<file path="config.mk">
export PLATFORM = sky130hd
export DESIGN_NAME = txo_streamer
export DESIGN_NICKNAME = d
export VERILOG_FILES = /design/src/rtl/txo_pkg.sv /design/src/rtl/txo_sync.sv /design/src/rtl/txo_edge.sv /design/src/rtl/txo_mode_latch.sv /design/src/rtl/txo_byte_rom.sv /design/src/rtl/txo_stream_fsm.sv /design/src/rtl/txo_streamer.sv
export SDC_FILE = /design/constraint.sdc
export NUM_CORES = 1
export LEC_CHECK = 0
export BUFFER_PORTS_ARGS = -buffer_cell sky130_fd_sc_hd__buf_2
export CAP_MARGIN = 20
export CELL_PAD_IN_SITES_DETAIL_PLACEMENT = 1
export CELL_PAD_IN_SITES_GLOBAL_PLACEMENT = 1
export CORE_MARGIN = 2
export CORE_UTILIZATION = 43
export CTS_CLUSTER_DIAMETER = 80
export DETAILED_ROUTE_END_ITERATION = 8
export PLACE_DENSITY = 0.73
export SLEW_MARGIN = 5
export SYNTH_ARGS = -nofsm -noshare
export SYNTH_HDL_FRONTEND = slang
export SYNTH_SLANG_ARGS = --single-unit
</file>
<file path="constraint.sdc">
create_clock -name clk -period 3.1 [get_ports clk]
set_input_delay 0.155 -clock clk [delete_from_list [all_inputs] [get_ports clk]]
set_output_delay 0.155 -clock clk [all_outputs]
set_load 0.01 [all_outputs]
</file>
<file path="src/rtl/txo_pkg.sv">
package txo_pkg;

    localparam int unsigned ADDR_W_DEF     = 7;
    localparam int unsigned DATA_W_DEF     = 8;
    localparam int unsigned SYNC_DEPTH_DEF = 2;
    localparam int unsigned QUAL_CYC_DEF   = 2;
    localparam int unsigned PAT_MUL_DEF    = 29;
    localparam int unsigned PAT_ADD_DEF    = 90;

    typedef enum logic [1:0] {
        ST_INIT = 2'd0,
        ST_SEND = 2'd1,
        ST_EXIT = 2'd2
    } txo_state_e;

endpackage

</file>
<file path="src/rtl/txo_sync.sv">
// Multi-bit two-or-more stage synchronizer into the system clock domain.
module txo_sync #(
    parameter int unsigned W     = 3,
    parameter int unsigned DEPTH = 2
) (
    input  logic         clk,
    input  logic         rst_n,
    input  logic [W-1:0] d,
    output logic [W-1:0] q
);
    logic [DEPTH-1:0][W-1:0] stg_q;

    always_ff @(posedge clk) begin
        if (!rst_n) begin
            stg_q <= '0;
        end else begin
            stg_q <= {stg_q[DEPTH-2:0], d};
        end
    end

    assign q = stg_q[DEPTH-1];
endmodule

</file>
<file path="src/rtl/txo_edge.sv">
// Single edge detector; FALLING picks which edge is reported.
module txo_edge #(
    parameter bit FALLING = 1'b0
) (
    input  logic clk,
    input  logic rst_n,
    input  logic lvl,
    output logic edge_o
);
    logic prev_q;

    always_ff @(posedge clk) begin
        if (!rst_n) begin
            prev_q <= 1'b0;
        end else begin
            prev_q <= lvl;
        end
    end

    generate
        if (FALLING) begin : g_fall
            assign edge_o = prev_q & ~lvl;
        end else begin : g_rise
            assign edge_o = lvl & ~prev_q;
        end
    endgenerate
endmodule

</file>
<file path="src/rtl/txo_mode_latch.sv">
// One-way latch: set by a bus-clock falling edge preceded by QUAL high samples.
module txo_mode_latch #(
    parameter int unsigned QUAL = 2
) (
    input  logic clk,
    input  logic rst_n,
    input  logic bus_lvl,
    output logic bidir_o
);
    localparam int unsigned CNT_W = $clog2(QUAL + 1);

    logic [CNT_W-1:0] hi_cnt_q;
    logic             fall;
    logic             qualified;

    txo_edge #(.FALLING(1'b1)) u_fall (
        .clk    (clk),
        .rst_n  (rst_n),
        .lvl    (bus_lvl),
        .edge_o (fall)
    );

    always_ff @(posedge clk) begin
        if (!rst_n) begin
            hi_cnt_q <= '0;
        end else if (!bus_lvl) begin
            hi_cnt_q <= '0;
        end else if (hi_cnt_q != CNT_W'(QUAL)) begin
            hi_cnt_q <= hi_cnt_q + CNT_W'(1);
        end
    end

    assign qualified = fall && (hi_cnt_q == CNT_W'(QUAL));

    always_ff @(posedge clk) begin
        if (!rst_n) begin
            bidir_o <= 1'b0;
        end else if (qualified) begin
            bidir_o <= 1'b1;
        end
    end
endmodule

</file>
<file path="src/rtl/txo_byte_rom.sv">
// Table contents computed from an affine pattern of the address.
module txo_byte_rom #(
    parameter int unsigned ADDR_W  = 7,
    parameter int unsigned DATA_W  = 8,
    parameter int unsigned PAT_MUL = 29,
    parameter int unsigned PAT_ADD = 90
) (
    input  logic [ADDR_W-1:0] addr,
    output logic [DATA_W-1:0] data
);
    localparam int unsigned DEPTH = 1 << ADDR_W;

    logic [DEPTH-1:0][DATA_W-1:0] tbl;

    generate
        for (genvar g = 0; g < DEPTH; g++) begin : g_entry
            assign tbl[g] = DATA_W'(g * PAT_MUL + PAT_ADD);
        end
    endgenerate

    assign data = tbl[addr];
endmodule

</file>
<file path="src/rtl/txo_stream_fsm.sv">
// Start-up, bit framing and address sequencing for the transmit-only stream.
module txo_stream_fsm
    import txo_pkg::*;
#(
    parameter int unsigned ADDR_W = 7,
    parameter int unsigned DATA_W = 8
) (
    input  logic              clk,
    input  logic              rst_n,
    input  logic              xrise,
    input  logic              line_lvl,
    input  logic              exit_req,
    input  logic [DATA_W-1:0] rom_data,
    output logic [ADDR_W-1:0] rd_addr,
    output logic              pull_low
);
    localparam int unsigned FRAME    = DATA_W + 1;
    localparam int unsigned CNT_W    = $clog2(FRAME + 1);
    localparam int unsigned SLOT_W   = $clog2(DATA_W + 1);
    localparam int unsigned BIT_W    = $clog2(DATA_W);

    txo_state_e        state_q, state_d;
    logic [CNT_W-1:0]  init_cnt_q;
    logic              all_high_q;
    logic [ADDR_W-1:0] addr_q;
    logic [SLOT_W-1:0] slot_q;
    logic              pull_q;
    logic [BIT_W-1:0]  bit_idx;
    logic              last_init;

    assign last_init = (init_cnt_q == CNT_W'(FRAME - 1));
    assign bit_idx   = BIT_W'(DATA_W - 1) - slot_q[BIT_W-1:0];

    // next-state logic
    always_comb begin
        state_d = state_q;
        unique case (state_q)
            ST_INIT: begin
                if (exit_req) begin
                    state_d = ST_EXIT;
                end else if (xrise && last_init) begin
                    state_d = ST_SEND;
                end
            end
            ST_SEND: begin
                if (exit_req) begin
                    state_d = ST_EXIT;
                end
            end
            ST_EXIT: state_d = ST_EXIT;
            default: state_d = ST_INIT;
        endcase
    end

    // state register
    always_ff @(posedge clk) begin
        if (!rst_n) begin
            state_q <= ST_INIT;
        end else begin
            state_q <= state_d;
        end
    end

    // outputs and datapath
    always_ff @(posedge clk) begin
        if (!rst_n) begin
            init_cnt_q <= '0;
            all_high_q <= 1'b1;
            addr_q     <= '0;
            slot_q     <= '0;
            pull_q     <= 1'b0;
        end else begin
            unique case (state_q)
                ST_INIT: begin
                    pull_q <= 1'b0;
                    if (!exit_req && xrise) begin
                        init_cnt_q <= init_cnt_q + CNT_W'(1);
                        if (!last_init) begin
                            all_high_q <= all_high_q & line_lvl;
                        end else begin
                            addr_q <= all_high_q ? {ADDR_W{1'b1}} : '0;
                            slot_q <= '0;
                        end
                    end
                end
                ST_SEND: begin
                    if (exit_req) begin
                        pull_q <= 1'b0;
                    end else if (xrise) begin
                        if (slot_q < SLOT_W'(DATA_W)) begin
                            pull_q <= ~rom_data[bit_idx];
                            slot_q <= slot_q + SLOT_W'(1);
                        end else begin
                            pull_q <= 1'b0;
                            slot_q <= '0;
                            addr_q <= addr_q + ADDR_W'(1);
                        end
                    end
                end
                ST_EXIT: pull_q <= 1'b0;
                default: pull_q <= 1'b0;
            endcase
        end
    end

    assign rd_addr  = addr_q;
    assign pull_low = pull_q;
endmodule

</file>
<file path="src/rtl/txo_streamer.sv">
// Top: synchronizers, mode latch, byte table and stream sequencer.
module txo_streamer
    import txo_pkg::*;
#(
    parameter int unsigned ADDR_W     = ADDR_W_DEF,
    parameter int unsigned DATA_W     = DATA_W_DEF,
    parameter int unsigned SYNC_DEPTH = SYNC_DEPTH_DEF,
    parameter int unsigned QUAL_CYC   = QUAL_CYC_DEF,
    parameter int unsigned PAT_MUL    = PAT_MUL_DEF,
    parameter int unsigned PAT_ADD    = PAT_ADD_DEF
) (
    input  logic clk,
    input  logic rst_n,
    input  logic xclk_in,
    input  logic bclk_in,
    input  logic line_in,
    output logic line_pull_low,
    output logic bidir_mode
);
    localparam int unsigned N_SYNC = 3;

    logic [N_SYNC-1:0] raw_in;
    logic [N_SYNC-1:0] sync_lvl;
    logic              xclk_lvl;
    logic              bclk_lvl;
    logic              line_lvl;
    logic              xclk_rise;
    logic [ADDR_W-1:0] rd_addr;
    logic [DATA_W-1:0] rom_data;

    assign raw_in   = {line_in, bclk_in, xclk_in};
    assign xclk_lvl = sync_lvl[0];
    assign bclk_lvl = sync_lvl[1];
    assign line_lvl = sync_lvl[2];

    txo_sync #(.W(N_SYNC), .DEPTH(SYNC_DEPTH)) u_sync (
        .clk   (clk),
        .rst_n (rst_n),
        .d     (raw_in),
        .q     (sync_lvl)
    );

    txo_edge #(.FALLING(1'b0)) u_xrise (
        .clk    (clk),
        .rst_n  (rst_n),
        .lvl    (xclk_lvl),
        .edge_o (xclk_rise)
    );

    txo_mode_latch #(.QUAL(QUAL_CYC)) u_mode (
        .clk     (clk),
        .rst_n   (rst_n),
        .bus_lvl (bclk_lvl),
        .bidir_o (bidir_mode)
    );

    txo_byte_rom #(
        .ADDR_W  (ADDR_W),
        .DATA_W  (DATA_W),
        .PAT_MUL (PAT_MUL),
        .PAT_ADD (PAT_ADD)
    ) u_rom (
        .addr (rd_addr),
        .data (rom_data)
    );

    txo_stream_fsm #(.ADDR_W(ADDR_W), .DATA_W(DATA_W)) u_fsm (
        .clk      (clk),
        .rst_n    (rst_n),
        .xrise    (xclk_rise),
        .line_lvl (line_lvl),
        .exit_req (bidir_mode),
        .rom_data (rom_data),
        .rd_addr  (rd_addr),
        .pull_low (line_pull_low)
    );
endmodule

</file>
==> flow_metrics.py <==
metrics = {
    "yosys": {
        "ys_seq_area_share_pct": 29.8,
        "syn_inst": 292,
        "synth_ff_type": "dfxtp_1",
        "synth_edf_count": 0,
        "synth_fp_nets": 315,
        "ys_seq_elements": 38,
        "ys.warnings.count": 0,
        "ys_types": 71,
        "syn-mean-instance-area_sq_um": 8.74,
        "async_flop_share_pct": 0,
        "netlist_area_sq_um": 2550,
    },
    "layout": {
        "final_cell_mix": "dfxtp_1 (38), nand2_1 (22), o21ai_0 (20), nor2_1 (19), buf_4 (19)",
        "regArea_sq_um": 761,
        "multi_input_area_sq_um": 1640,
        "drive_gt1_share_pct": 22.9,
        "layout_commonest_cell": "dfxtp_1",
        "antennaDiodeCount": 0,
        "final.fill_count": 718,
        "fin_area_sq_um": 2840,
        "area_growth_pct": 11.3,
        "nets": 333,
        "layout.cells.non_filler": 385,
    },
    "setup_path": {
        "regToRegStartpoint": "u_fsm.init_cnt_q[0]",
        "r2r_end": "u_fsm.rom_data[5]",
        "path_class": "reg -> reg",
        "crit_path_end_kind": "flop",
        "cp.arrival_ns": 3.16,
        "crit_fanout": 13,
        "start_kind": "flop",
        "r2r_setup_slack_ns": 0.14,
        "crit_required_ns": 3.30,
        "ff2ff_path_depth": 12,
    },
    "detailed_routing": {
        "drt-pass1-iter-count": 4,
        "drt-vias-per-instance": 5.78,
        "drtIter0Drc": 120,
        "routedWlPerCell_um": 17.6,
        "via_count": 2224,
        "drc": 0,
        "drt-total-wl_mm": 6.79,
        "ant_nets": 0,
    },
    "worst_hold_path": {
        "min_to": "u_sync.stg_q[1]",
        "min_path_type": "in -> reg",
        "min_from": "bclk_in",
        "hold_depth": 2,
    },
    "clock_network": {
        "tritoncts": "built",
        "cts-htree-levels": 2,
        "clkSlewWorstSetupHoldPaths_ns": 0.07,
        "clockRootBuffer": "clkbuf_8",
        "cts_hold_buf": 0,
        "numCtsBuffers": 5,
        "cts_sinks": 38,
        "clockBufferDepth": 2,
        "clk_latency_ns": 0.30,
    },
    "placement": {
        "io_buffer_count": 6,
        "dp.cells": 375,
        "dp_hpwl_mm": 4.89,
        "gp_congestion": 0.836,
        "place_area_sq_um": 2670,
    },
    "outcome": {
        "status": "complete, no violations",
    },
    "global_route": {
        "grt_use_total_pct": 21.9,
        "grt_pass1_wl_mm": 11.0,
        "grt_max_degree": 18,
        "grt_pass1_vias": 2223,
        "overflow": 0,
        "antenna_found_initial": 0,
    },
    "timing": {
        "fin_crit_ns": 2.96,
        "setup_violations": 0,
        "post-route-period-util_pct": 95.4,
        "relSlewSlack_pct": 54.4,
        "max_freq_ghz": 0.338,
        "finClkSkew_ns": 0.00755,
        "worstMarginPinSlew_ns": 0.677,
        "drv_slew": 0,
        "final-hold-violation-count": 0,
    },
    "floorplan": {
        "start_util_pct": 43.9,
        "num_rows": 28,
        "die_area_sq_um": 6570,
        "die_h_um": 81.0,
        "die_x_um": 81.0,
        "core_sq_um": 5820,
        "io-pin-count": 7,
    },
    "run": {
        "cap_viol_max_count": 0,
    },
    "power": {
        "switchingPower_uw": 207,
        "combinationalPowerShare_pct": 5.5,
        "switching_share_pct": 23.6,
        "clock_power_share_pct": 37.1,
        "p_seq_share_pct": 57.4,
        "p_leak_uw": 0.00118,
        "p_int_uw": 668,
        "powerDensity_nw_per_um2": 308,
        "peakVddDrop_v": 0.000166,
    },
}
Yosys cell counts (2+ instances only):
library cell,n,area share [%]
buf_6,6,2.6
mux4_2,2,1.8
a211oi_1,4,1.2
o211a_1,5,2.0
clkbuf_1,2,0.29
nand2b_1,5,1.2
buf_2,2,0.39
inv_1,15,2.2
a41oi_1,2,0.69
o21a_1,3,0.88
nor2b_1,4,0.98
a31oi_1,4,0.98
xnor2_1,4,1.4
a21boi_0,3,0.88
a311oi_2,2,1.2
or2_2,3,0.74
and2_1,12,2.9
mux2i_1,3,1.2
nor2_1,19,2.8
ha_1,18,8.8
or3_1,3,0.74
clkbuf_8,4,2.2
a21oi_1,14,2.7
o211ai_1,4,1.2
a221oi_1,2,0.69
a32oi_1,2,0.69
nor3b_1,2,0.59
nor3_1,3,0.59
a22oi_1,2,0.59
nand3_1,11,2.2
nor4b_1,2,0.69
nand2_1,23,3.4
nand3b_1,2,0.59
o21ai_0,20,3.9
a211o_1,3,1.0
dfxtp_1,38,30
and4_1,2,0.69
a311oi_1,2,0.69
nand2_2,2,0.49
a2111oi_0,2,0.69
timing repair:
item | CTS | global route
resized for setup | 2 | 16
pin swaps | 0 | 2
setup endpoints to repair | 2 | 3
hold endpoints to repair | 0 | 0
buffers inserted | 0 | 3
registers in the layout (all words and copies together), names as in the netlist:
register	count
u_fsm.all_high_q	1
u_fsm.init_cnt_q	4
u_fsm.pull_low	1
u_fsm.rd_addr	7
u_fsm.rom_data	8
u_fsm.slot_q	4
u_fsm.state_q	2
u_mode.bidir_o	1
u_mode.hi_cnt_q	2
u_mode.u_fall.prev_q	1
u_sync.q	3
u_sync.stg_q	3
u_xrise.prev_q	1
critical path, stage by stage (launching register included):
cell and delay [ns]:
dfxtp_1 0.36, inv_1 0.07, ha_1 0.18, nand3b_1 0.21
a211o_1 0.44, mux2_4 0.34, nand2_2 0.16, inv_4 0.10
ha_1 0.18, or3_1 0.36, a31oi_1 0.17, a41oi_1 0.06
o211a_1 0.21
kinds of logic after synthesis:
kind of cell | count (synthesis) | synth area share (%)
xor+xnor | 5 | 1.72
flops | 38 | 29.8
fa+ha+maj | 18 | 8.82
buf+inv | 33 | 8.58
simple gates | 104 | 22.5
compound gates | 88 | 25.1
mux | 6 | 3.53
final cells by class:
class,instances,share of cell area [%]
Timing Repair Buffer,26,6.78
Multi-Input combinational cell,221,57.8
Inverter,18,2.60
Clock buffer,5,2.42
Tap cell,75,3.30
Sequential cell,38,26.8
Clock inverter,2,0.352
through the flow:
stage | setup WS [ns] | hold slack, ns | TNS, ns | total power, uW | utilization, %
2_1_floorplan | 0.206 | 0.282 | 0 | 544 | -
3_3_place_gp | -0.0108 | 0.364 | -0.0108 | 559 | 45.9
3_5_place_dp | -0.0587 | 0.369 | -0.0587 | 560 | 45.9
4_1_cts | 0.0306 | 0.0556 | 0 | 887 | 47.4
5_1_grt | -0.0391 | 0.0682 | -0.0813 | 914 | 48.8
6_report | 0.144 | 0.0627 | 0 | 875 | 48.8
worst max-delay path by stage:
stage	from	end	slack [ns]	cells past startpoint
after CTS	u_fsm.init_cnt_q[0]	u_fsm.rom_data[6]	0.03	11
after floorplan	u_fsm.state_q[1]	u_fsm.rom_data[6]	0.21	14
final	u_fsm.init_cnt_q[0]	u_fsm.rom_data[5]	0.14	12
after detailed placement	u_fsm.init_cnt_q[0]	u_fsm.rom_data[6]	-0.06	11
after global routing	u_fsm.init_cnt_q[0]	u_fsm.rom_data[6]	-0.04	12
after global placement	u_fsm.init_cnt_q[0]	u_fsm.rom_data[6]	-0.01	11
power groups by stage:
stage,logic [uW],clock network (uW),registers (uW)
floorplan,32.9,0,511
global placement,45.9,0,513
detailed placement,46.7,0,513
CTS,47.4,338,502
global route,54.2,357,503
finish,48.1,325,502
per-layer routing:
layer	part of all wire (%)	global-route usage [%]
met3	2.3	3.22
met4	2.8	9.49
met5	0	0
met2	50	38.1
met1	45	26.7
No activity file was read; power rests on OpenSTA's default activity.
